[src/rtl/hdsg_pkg.sv]
package hdsg_pkg;

    // sync type selector, values fixed by the mode input encoding
    typedef enum logic [1:0] {
        SYNC_NONE = 2'd0,
        SYNC_BI   = 2'd1,
        SYNC_TRI  = 2'd2,
        SYNC_RSV  = 2'd3
    } sync_sel_e;

    typedef enum logic [1:0] {
        ST_VIDEO  = 2'd0,
        ST_BI     = 2'd1,
        ST_TRI_LO = 2'd2,
        ST_TRI_HI = 2'd3
    } ins_state_e;

    // channel positions: A = green/Y, B = blue/Pb, C = red/Pr
    localparam int CH_A = 0;
    localparam int CH_B = 1;
    localparam int CH_C = 2;
    localparam int N_CH = 3;

    // fixed-point constants, FRAC fractional bits
    localparam int FRAC     = 8;
    localparam int HALF_LSB = 1 << (FRAC - 1);
    localparam int CY_R     = 54;
    localparam int CY_G     = 183;
    localparam int CY_B     = 19;
    localparam int C_PB     = 138;
    localparam int C_PR     = 163;
    localparam int GAIN_NUM = 177;

endpackage

[src/rtl/hdsg_csc.sv]
module hdsg_csc
    import hdsg_pkg::*;
#(
    parameter int PIX_W = 10
) (
    input  logic                          clk,
    input  logic                          rst_n,
    input  logic                          in_ypbpr_i,
    input  logic                          out_rgb_i,
    input  logic [N_CH-1:0][PIX_W-1:0]    pix_i,
    output logic [N_CH-1:0][PIX_W-1:0]    pix_o
);

    localparam int MAXV = (1 << PIX_W) - 1;
    localparam int MID  = 1 << (PIX_W - 1);

    logic                       do_conv;
    logic [N_CH-1:0][PIX_W-1:0] conv;

    function automatic logic [PIX_W-1:0] diff_scale(
        input logic [PIX_W-1:0] col,
        input logic [PIX_W-1:0] luma,
        input int               coef
    );
        int d;
        int p;
        int c;
        d = int'(col) - int'(luma);
        p = (d * coef + HALF_LSB) >>> FRAC;
        c = p + MID;
        if (c < 0) begin
            c = 0;
        end else if (c > MAXV) begin
            c = MAXV;
        end
        return PIX_W'(c);
    endfunction

    // only RGB in with Y-Pb-Pr out is converted; the invalid pair passes
    assign do_conv = !in_ypbpr_i && !out_rgb_i;

    always_comb begin
        int ysum;
        logic [PIX_W-1:0] yv;
        ysum = CY_R * int'(pix_i[CH_C]) + CY_G * int'(pix_i[CH_A])
             + CY_B * int'(pix_i[CH_B]) + HALF_LSB;
        yv = PIX_W'(ysum >>> FRAC);
        conv[CH_A] = yv;
        conv[CH_B] = diff_scale(pix_i[CH_B], yv, C_PB);
        conv[CH_C] = diff_scale(pix_i[CH_C], yv, C_PR);
    end

    always_ff @(posedge clk or negedge rst_n) begin
        if (!rst_n) begin
            pix_o <= '0;
        end else if (do_conv) begin
            pix_o <= conv;
        end else begin
            pix_o <= pix_i;
        end
    end

    assert_passthru_R3: assert property (@(posedge clk) disable iff (!rst_n)
        !do_conv |=> pix_o == $past(pix_i));

    assert_gray_neutral_R2: assert property (@(posedge clk) disable iff (!rst_n)
        (do_conv && pix_i[CH_A] == pix_i[CH_B] && pix_i[CH_A] == pix_i[CH_C])
        |=> (pix_o[CH_B] == PIX_W'(MID) && pix_o[CH_C] == PIX_W'(MID)
             && pix_o[CH_A] == $past(pix_i[CH_A])));

endmodule

[src/rtl/hdsg_gain.sv]
module hdsg_gain
    import hdsg_pkg::*;
#(
    parameter int PIX_W     = 10,
    parameter int BLANK_LVL = 316
) (
    input  logic                          clk,
    input  logic                          rst_n,
    input  logic                          gain_low_i,
    input  logic [N_CH-1:0][PIX_W-1:0]    pix_i,
    output logic [N_CH-1:0][PIX_W-1:0]    pix_o
);

    for (genvar c = 0; c < N_CH; c++) begin : g_ch
        logic [PIX_W-1:0] scaled;

        always_comb begin
            int prod;
            prod   = int'(pix_i[c]) * GAIN_NUM + HALF_LSB;
            scaled = PIX_W'(BLANK_LVL + (prod >>> FRAC));
        end

        always_ff @(posedge clk or negedge rst_n) begin
            if (!rst_n) begin
                pix_o[c] <= '0;
            end else begin
                pix_o[c] <= gain_low_i ? scaled : pix_i[c];
            end
        end

        assert_above_blank_R4: assert property (@(posedge clk) disable iff (!rst_n)
            ($past(rst_n) && $past(gain_low_i)) |-> pix_o[c] >= PIX_W'(BLANK_LVL));

        assert_unity_R4: assert property (@(posedge clk) disable iff (!rst_n)
            !gain_low_i |=> pix_o[c] == $past(pix_i[c]));
    end

endmodule

[src/rtl/hdsg_sync_fsm.sv]
module hdsg_sync_fsm
    import hdsg_pkg::*;
#(
    parameter int TRI_LOW_LEN = 44
) (
    input  logic       clk,
    input  logic       rst_n,
    input  logic       hsync_i,
    input  logic       vsync_i,
    input  logic       gain_low_i,
    input  logic [1:0] sync_mode_i,
    output ins_state_e state_o
);

    localparam int CW = $clog2(TRI_LOW_LEN + 1);

    ins_state_e     st_q;
    ins_state_e     st_n;
    logic [CW-1:0]  cnt_q;
    logic [CW-1:0]  cnt_n;
    logic           strobe_q;
    logic           sync_on;
    logic           is_tri;

    assign is_tri  = sync_sel_e'(sync_mode_i) == SYNC_TRI;
    assign sync_on = gain_low_i
                   && (sync_sel_e'(sync_mode_i) == SYNC_BI || is_tri);

    // state register
    always_ff @(posedge clk or negedge rst_n) begin
        if (!rst_n) begin
            st_q     <= ST_VIDEO;
            cnt_q    <= '0;
            strobe_q <= 1'b0;
        end else begin
            st_q     <= st_n;
            cnt_q    <= cnt_n;
            strobe_q <= hsync_i | vsync_i;
        end
    end

    // transitions
    always_comb begin
        st_n  = st_q;
        cnt_n = cnt_q;
        unique case (st_q)
            ST_VIDEO: begin
                if (sync_on && strobe_q) begin
                    if (is_tri) begin
                        st_n  = ST_TRI_LO;
                        cnt_n = CW'(1);
                    end else begin
                        st_n = ST_BI;
                    end
                end
            end
            ST_BI: begin
                if (!strobe_q || !sync_on) begin
                    st_n = ST_VIDEO;
                end
            end
            ST_TRI_LO: begin
                if (!strobe_q || !sync_on) begin
                    st_n = ST_VIDEO;
                end else if (cnt_q == CW'(TRI_LOW_LEN)) begin
                    st_n = ST_TRI_HI;
                end else begin
                    cnt_n = cnt_q + CW'(1);
                end
            end
            ST_TRI_HI: begin
                if (!strobe_q || !sync_on) begin
                    st_n = ST_VIDEO;
                end
            end
            default: st_n = ST_VIDEO;
        endcase
    end

    assign state_o = st_q;

    assert_unity_no_sync_R9: assert property (@(posedge clk) disable iff (!rst_n)
        !sync_on |=> st_q == ST_VIDEO);

    assert_tri_order_R7: assert property (@(posedge clk) disable iff (!rst_n)
        (st_q == ST_TRI_HI && $past(st_q) != ST_TRI_HI) |-> $past(st_q) == ST_TRI_LO);

    assert_sync_follows_strobe_R8: assert property (@(posedge clk) disable iff (!rst_n)
        st_q != ST_VIDEO |-> $past(strobe_q));

    assert_low_count_R7: assert property (@(posedge clk) disable iff (!rst_n)
        st_q == ST_TRI_LO |-> (cnt_q >= CW'(1) && cnt_q <= CW'(TRI_LOW_LEN)));

endmodule

[src/rtl/hd_sync_gain_path.sv]
module hd_sync_gain_path
    import hdsg_pkg::*;
#(
    parameter int PIX_W       = 10,
    parameter int TRI_LOW_LEN = 44
) (
    input  logic             clk,
    input  logic             rst_n,
    input  logic [PIX_W-1:0] pix_a_i,
    input  logic [PIX_W-1:0] pix_b_i,
    input  logic [PIX_W-1:0] pix_c_i,
    input  logic             hsync_i,
    input  logic             vsync_i,
    input  logic             in_ypbpr_i,
    input  logic             out_rgb_i,
    input  logic             gain_low_i,
    input  logic [1:0]       sync_mode_i,
    output logic [PIX_W-1:0] dac_a_o,
    output logic [PIX_W-1:0] dac_b_o,
    output logic [PIX_W-1:0] dac_c_o
);

    localparam int MAXV        = (1 << PIX_W) - 1;
    localparam int MID         = 1 << (PIX_W - 1);
    localparam int SCALED_MAX  = (MAXV * GAIN_NUM + HALF_LSB) >> FRAC;
    localparam int BLANK       = MAXV - SCALED_MAX;
    localparam int CHROMA_BLK  = BLANK + ((MID * GAIN_NUM + HALF_LSB) >> FRAC);
    localparam int TRI_HIGH    = 2 * BLANK;

    logic [N_CH-1:0][PIX_W-1:0] pix_in;
    logic [N_CH-1:0][PIX_W-1:0] pix_cv;
    logic [N_CH-1:0][PIX_W-1:0] pix_gn;
    logic                       chroma_data;
    logic [PIX_W-1:0]           side_blank;
    ins_state_e                 ins_st;

    assign pix_in[CH_A] = pix_a_i;
    assign pix_in[CH_B] = pix_b_i;
    assign pix_in[CH_C] = pix_c_i;

    assign chroma_data = in_ypbpr_i || !out_rgb_i;
    assign side_blank  = chroma_data ? PIX_W'(CHROMA_BLK) : PIX_W'(BLANK);

    hdsg_csc #(.PIX_W(PIX_W)) u_csc (
        .clk        (clk),
        .rst_n      (rst_n),
        .in_ypbpr_i (in_ypbpr_i),
        .out_rgb_i  (out_rgb_i),
        .pix_i      (pix_in),
        .pix_o      (pix_cv)
    );

    hdsg_gain #(.PIX_W(PIX_W), .BLANK_LVL(BLANK)) u_gain (
        .clk        (clk),
        .rst_n      (rst_n),
        .gain_low_i (gain_low_i),
        .pix_i      (pix_cv),
        .pix_o      (pix_gn)
    );

    hdsg_sync_fsm #(.TRI_LOW_LEN(TRI_LOW_LEN)) u_fsm (
        .clk         (clk),
        .rst_n       (rst_n),
        .hsync_i     (hsync_i),
        .vsync_i     (vsync_i),
        .gain_low_i  (gain_low_i),
        .sync_mode_i (sync_mode_i),
        .state_o     (ins_st)
    );

    // outputs from state
    always_comb begin
        unique case (ins_st)
            ST_VIDEO: begin
                dac_a_o = pix_gn[CH_A];
                dac_b_o = pix_gn[CH_B];
                dac_c_o = pix_gn[CH_C];
            end
            ST_BI, ST_TRI_LO: begin
                dac_a_o = '0;
                dac_b_o = side_blank;
                dac_c_o = side_blank;
            end
            ST_TRI_HI: begin
                dac_a_o = PIX_W'(TRI_HIGH);
                dac_b_o = side_blank;
                dac_c_o = side_blank;
            end
            default: begin
                dac_a_o = pix_gn[CH_A];
                dac_b_o = pix_gn[CH_B];
                dac_c_o = pix_gn[CH_C];
            end
        endcase
    end

    assert_sync_needs_low_gain_R9: assert property (@(posedge clk) disable iff (!rst_n)
        ins_st != ST_VIDEO |-> $past(gain_low_i));

    assert_reset_zero_R10: assert property (@(posedge clk)
        !rst_n |-> (dac_a_o == '0 && dac_b_o == '0 && dac_c_o == '0));

endmodule

[config.mk]
export PLATFORM = sky130hd
export DESIGN_NAME = hd_sync_gain_path
export DESIGN_NICKNAME = d
export VERILOG_FILES = /design/src/rtl/hdsg_pkg.sv /design/src/rtl/hdsg_csc.sv /design/src/rtl/hdsg_gain.sv /design/src/rtl/hdsg_sync_fsm.sv /design/src/rtl/hd_sync_gain_path.sv
export SDC_FILE = /design/constraint.sdc
export NUM_CORES = 1
export LEC_CHECK = 0
export BUFFER_PORTS_ARGS = -buffer_cell sky130_fd_sc_hd__buf_2
export CAP_MARGIN = 0
export CORE_AREA = 5 5 207 209
export DETAILED_ROUTE_END_ITERATION = 12
export DIE_AREA = 0 0 212 214
export PLACE_DENSITY = 0.54
export SLEW_MARGIN = 20
export SYNTH_ARGS = -nofsm -noshare
export SYNTH_HDL_FRONTEND = slang
export SYNTH_SLANG_ARGS = --single-unit
[constraint.sdc]
create_clock -name clk -period 6.5 [get_ports clk]
set_input_delay 0 -clock clk [delete_from_list [all_inputs] [get_ports clk]]
set_output_delay 0 -clock clk [all_outputs]
set_load 0.02 [all_outputs]
==> results.py <==
metrics = {
    "timing": {
        "min_period_ns": 11.75,
        "skew_ns": 0.00575,
        "relSlewSlack_pct": 40.0,
        "grt_setup_unrepaired": "true",
        "setup_ws_ns": -5.25,
        "timing.final.crit_share_pct": 181,
        "finalHoldViolations": 0,
        "tightest_slew_ns": 0.897,
        "setup_viol": 20,
        "fmax_mhz": 85.1,
        "slew_violations": 0,
        "whs_ns": 0.0659,
    },
    "setup_path": {
        "arrival_ns": 12.02,
        "startpoint_type": "input port",
        "cpPeakStageDelay_ns": 0.51,
        "critical_path_class": "in -> reg",
        "required_ns": 6.77,
        "cpMaxStageDelayCell": "fa_1",
        "worst-path-max-fanout": 5,
        "cp_num_buf_inv": 16,
        "end_kind": "flop",
        "critical-path-top-delay-family": "adder cells",
    },
    "routing": {
        "routed.top_layer": "met4",
        "wl_met1_um": 19400,
        "wl_met3_um": 867,
        "drt_wl_total_um": 41400,
        "avgViaCountPerCell": 4.91,
        "drc": 0,
        "ant_nets": 0,
        "drtIter0Drc": 418,
        "num_vias": 13500,
        "routedWlPerCell_um": 15.1,
        "wl_met2_um": 20500,
        "drtPass1Iterations": 5,
    },
    "global_route": {
        "grt_first_pass_wirelength_um": 68400,
        "grt_max_degree": 70,
        "grt_usage_pct": 18.2,
        "grt_pass1_vias": 14000,
        "antenna_found_initial": 0,
        "grt.overflow.total": 0,
    },
    "synthesis": {
        "synth_ff_type": "dfrtp_1",
        "ys_seq_area_share_pct": 10.7,
        "synthCells": 1826,
        "synthesis.nets": 2350,
        "synth_enable_flop_cells": 0,
        "ys_warn_count": 0,
        "synthArstFlopShare_pct": 100,
        "synth_seq_cells": 69,
        "postSynthAreaPerCell_um2": 8.82,
        "synth_area_mm2": 0.0161,
        "synthDistinctLibCells": 99,
    },
    "min_path": {
        "hold_path_class": "in -> reg",
    },
    "placement": {
        "pre_cts_ws_ns": -6.10,
        "port_buffers": 68,
        "dp_hpwl_um": 35700,
        "post_dp_cell_area_mm2": 0.0195,
        "gp_congestion": 0.855,
    },
    "die": {
        "die_w_um": 212,
        "dieArea_mm2": 0.0454,
        "coreArea_mm2": 0.0406,
        "rows": 74,
        "ios": 69,
        "start_util_pct": 39.6,
        "die_h_um": 214,
    },
    "run_status": {
        "violations": "negative setup slack",
        "status": "finished, violations left",
    },
    "clock_network": {
        "numCtsBuffers": 9,
        "clockBufferDepth": 2,
        "worstSkewPairLatency_ns": 0.34,
        "h-tree-depth": 3,
        "clkSlewWorstSetupHoldPaths_ns": 0.06,
        "cts_root_buffer": "clkbuf_16",
        "cts_tree": "done",
        "clkSinkCount": 69,
    },
    "layout": {
        "drive_gt1_share_pct": 28.2,
        "fillers": 3812,
        "design_area_mm2": 0.0209,
        "syn_to_final_growth_pct": 30.0,
        "seq_area_mm2": 0.00173,
        "fin_nets": 2734,
        "antenna_cells": 0,
        "multi_input_area_mm2": 0.0137,
    },
    "job": {
        "maxCapViolations": 0,
    },
}
## path summary, 6_finish.rpt
path	from	to	slack, ns	cells after the start
setup / recovery	pix_b_i[2]	u_csc.pix_o[19]	-5.25	64
hold / removal	sync_mode_i[1]	u_fsm.state_o[1]	0.07	4
setup reg to reg	u_csc.pix_o[14]	u_gain.pix_o[19]	1.26	16
hold reg to reg	u_fsm.cnt_q[5]	u_fsm.cnt_q[5]	0.48	1
max in group asynchronous	rst_n	u_csc.pix_o[2]	5.54	3
min in group asynchronous	rst_n	u_gain.pix_o[18]	0.40	3
## state kept, by name (all words and copies together) (netlist names)
name and count:
u_csc.pix_o 30, u_fsm.cnt_q 6, u_fsm.state_o 2, u_fsm.strobe_q 1, u_gain.pix_o 30
## tightest hold or removal path, stage by stage
cell and delay (ns):
buf_2 0.08, ha_1 0.10, nand3b_1 0.14, nor2_1 0.06
## cell type report
| type | count | share of cell area, % |
|---|---|---|
| clock buffers | 11 | 1.21 |
| inverters | 395 | 7.09 |
| well taps | 532 | 3.18 |
| repair buffers | 411 | 14.4 |
| flip-flops and latches | 69 | 8.25 |
| multi-input cells | 1324 | 65.3 |
| clock inverters | 5 | 0.616 |
## cell usage in the layout (no fill, tap or decap), types with 24 or more instances in the layout
cell type	n
nor2_1	68
dfrtp_1	69
xor2_1	48
a21oi_1	55
o21ai_0	57
nand2_1	95
inv_1	381
nor3_1	24
ha_4	29
a21oi_2	27
buf_2	62
fa_1	130
ha_1	316
buf_4	334
xnor2_1	79
## cell usage after synthesis, types with 8 or more instances
cell,instances,area [µm²]
inv_1,392,1470
ha_1,351,4390
fa_1,134,2680
nand2_1,99,372
xnor2_1,90,788
nor2_1,76,285
a21oi_1,71,355
dfrtp_1,69,1730
o21ai_0,62,310
xor2_1,51,447
clkbuf_1,30,113
nor3_1,28,140
nand3_1,24,120
a21o_1,18,135
o21bai_1,18,135
a21oi_2,16,140
and2_1,15,93.8
and3_1,15,93.8
nor2b_1,15,93.8
o21a_1,15,113
mux2i_1,14,140
a31oi_1,13,81.3
nand2b_1,12,75.1
or3_1,11,68.8
o211ai_1,9,67.6
mux2_2,8,90.1
or2_2,8,50.1
## metrics by stage
step | instances | util [%] | TNS, ns
3_5_place_dp | 2694 | 48.0 | -121.75
6_report | 2747 | 51.5 | -102.12
5_1_grt | 2747 | 51.5 | -113.39
3_3_place_gp | 2694 | 48.0 | -116.38
4_1_cts | 2733 | 50.3 | -103.76
2_1_floorplan | 1826 | - | -108.44
## routing by layer
layer / up-vias / GRT usage, %
met4: 0 / 2.94
met2: 135 / 32.5
met3: 37 / 1.49
li1: 6839 / -
met5: - / 0
met1: 6473 / 24.4
## logic make-up after synthesis
group / synth area share, %
AO/OA/AOI/OAI: 14.2
XOR/XNOR: 7.97
adder cells (fa/ha/maj): 44.5
buffers and inverters: 10.1
flip-flops: 10.7
multiplexers: 1.43
AND/OR/NAND/NOR: 11.1
## timing repair
item / in CTS / in global routing
gates resized for setup: 66 / 67
pin swaps: 66 / 82
endpoints found under the hold margin: 70 / 0
cloned: 1 / 0
setup buffers: 21 / 18
hold buffers: 3 / 0
endpoints found under the setup margin: 23 / 25
Power is left out: the tool's default activity adds up to more than one toggle a clock period on the data nets, which glitch-free logic cannot reach.
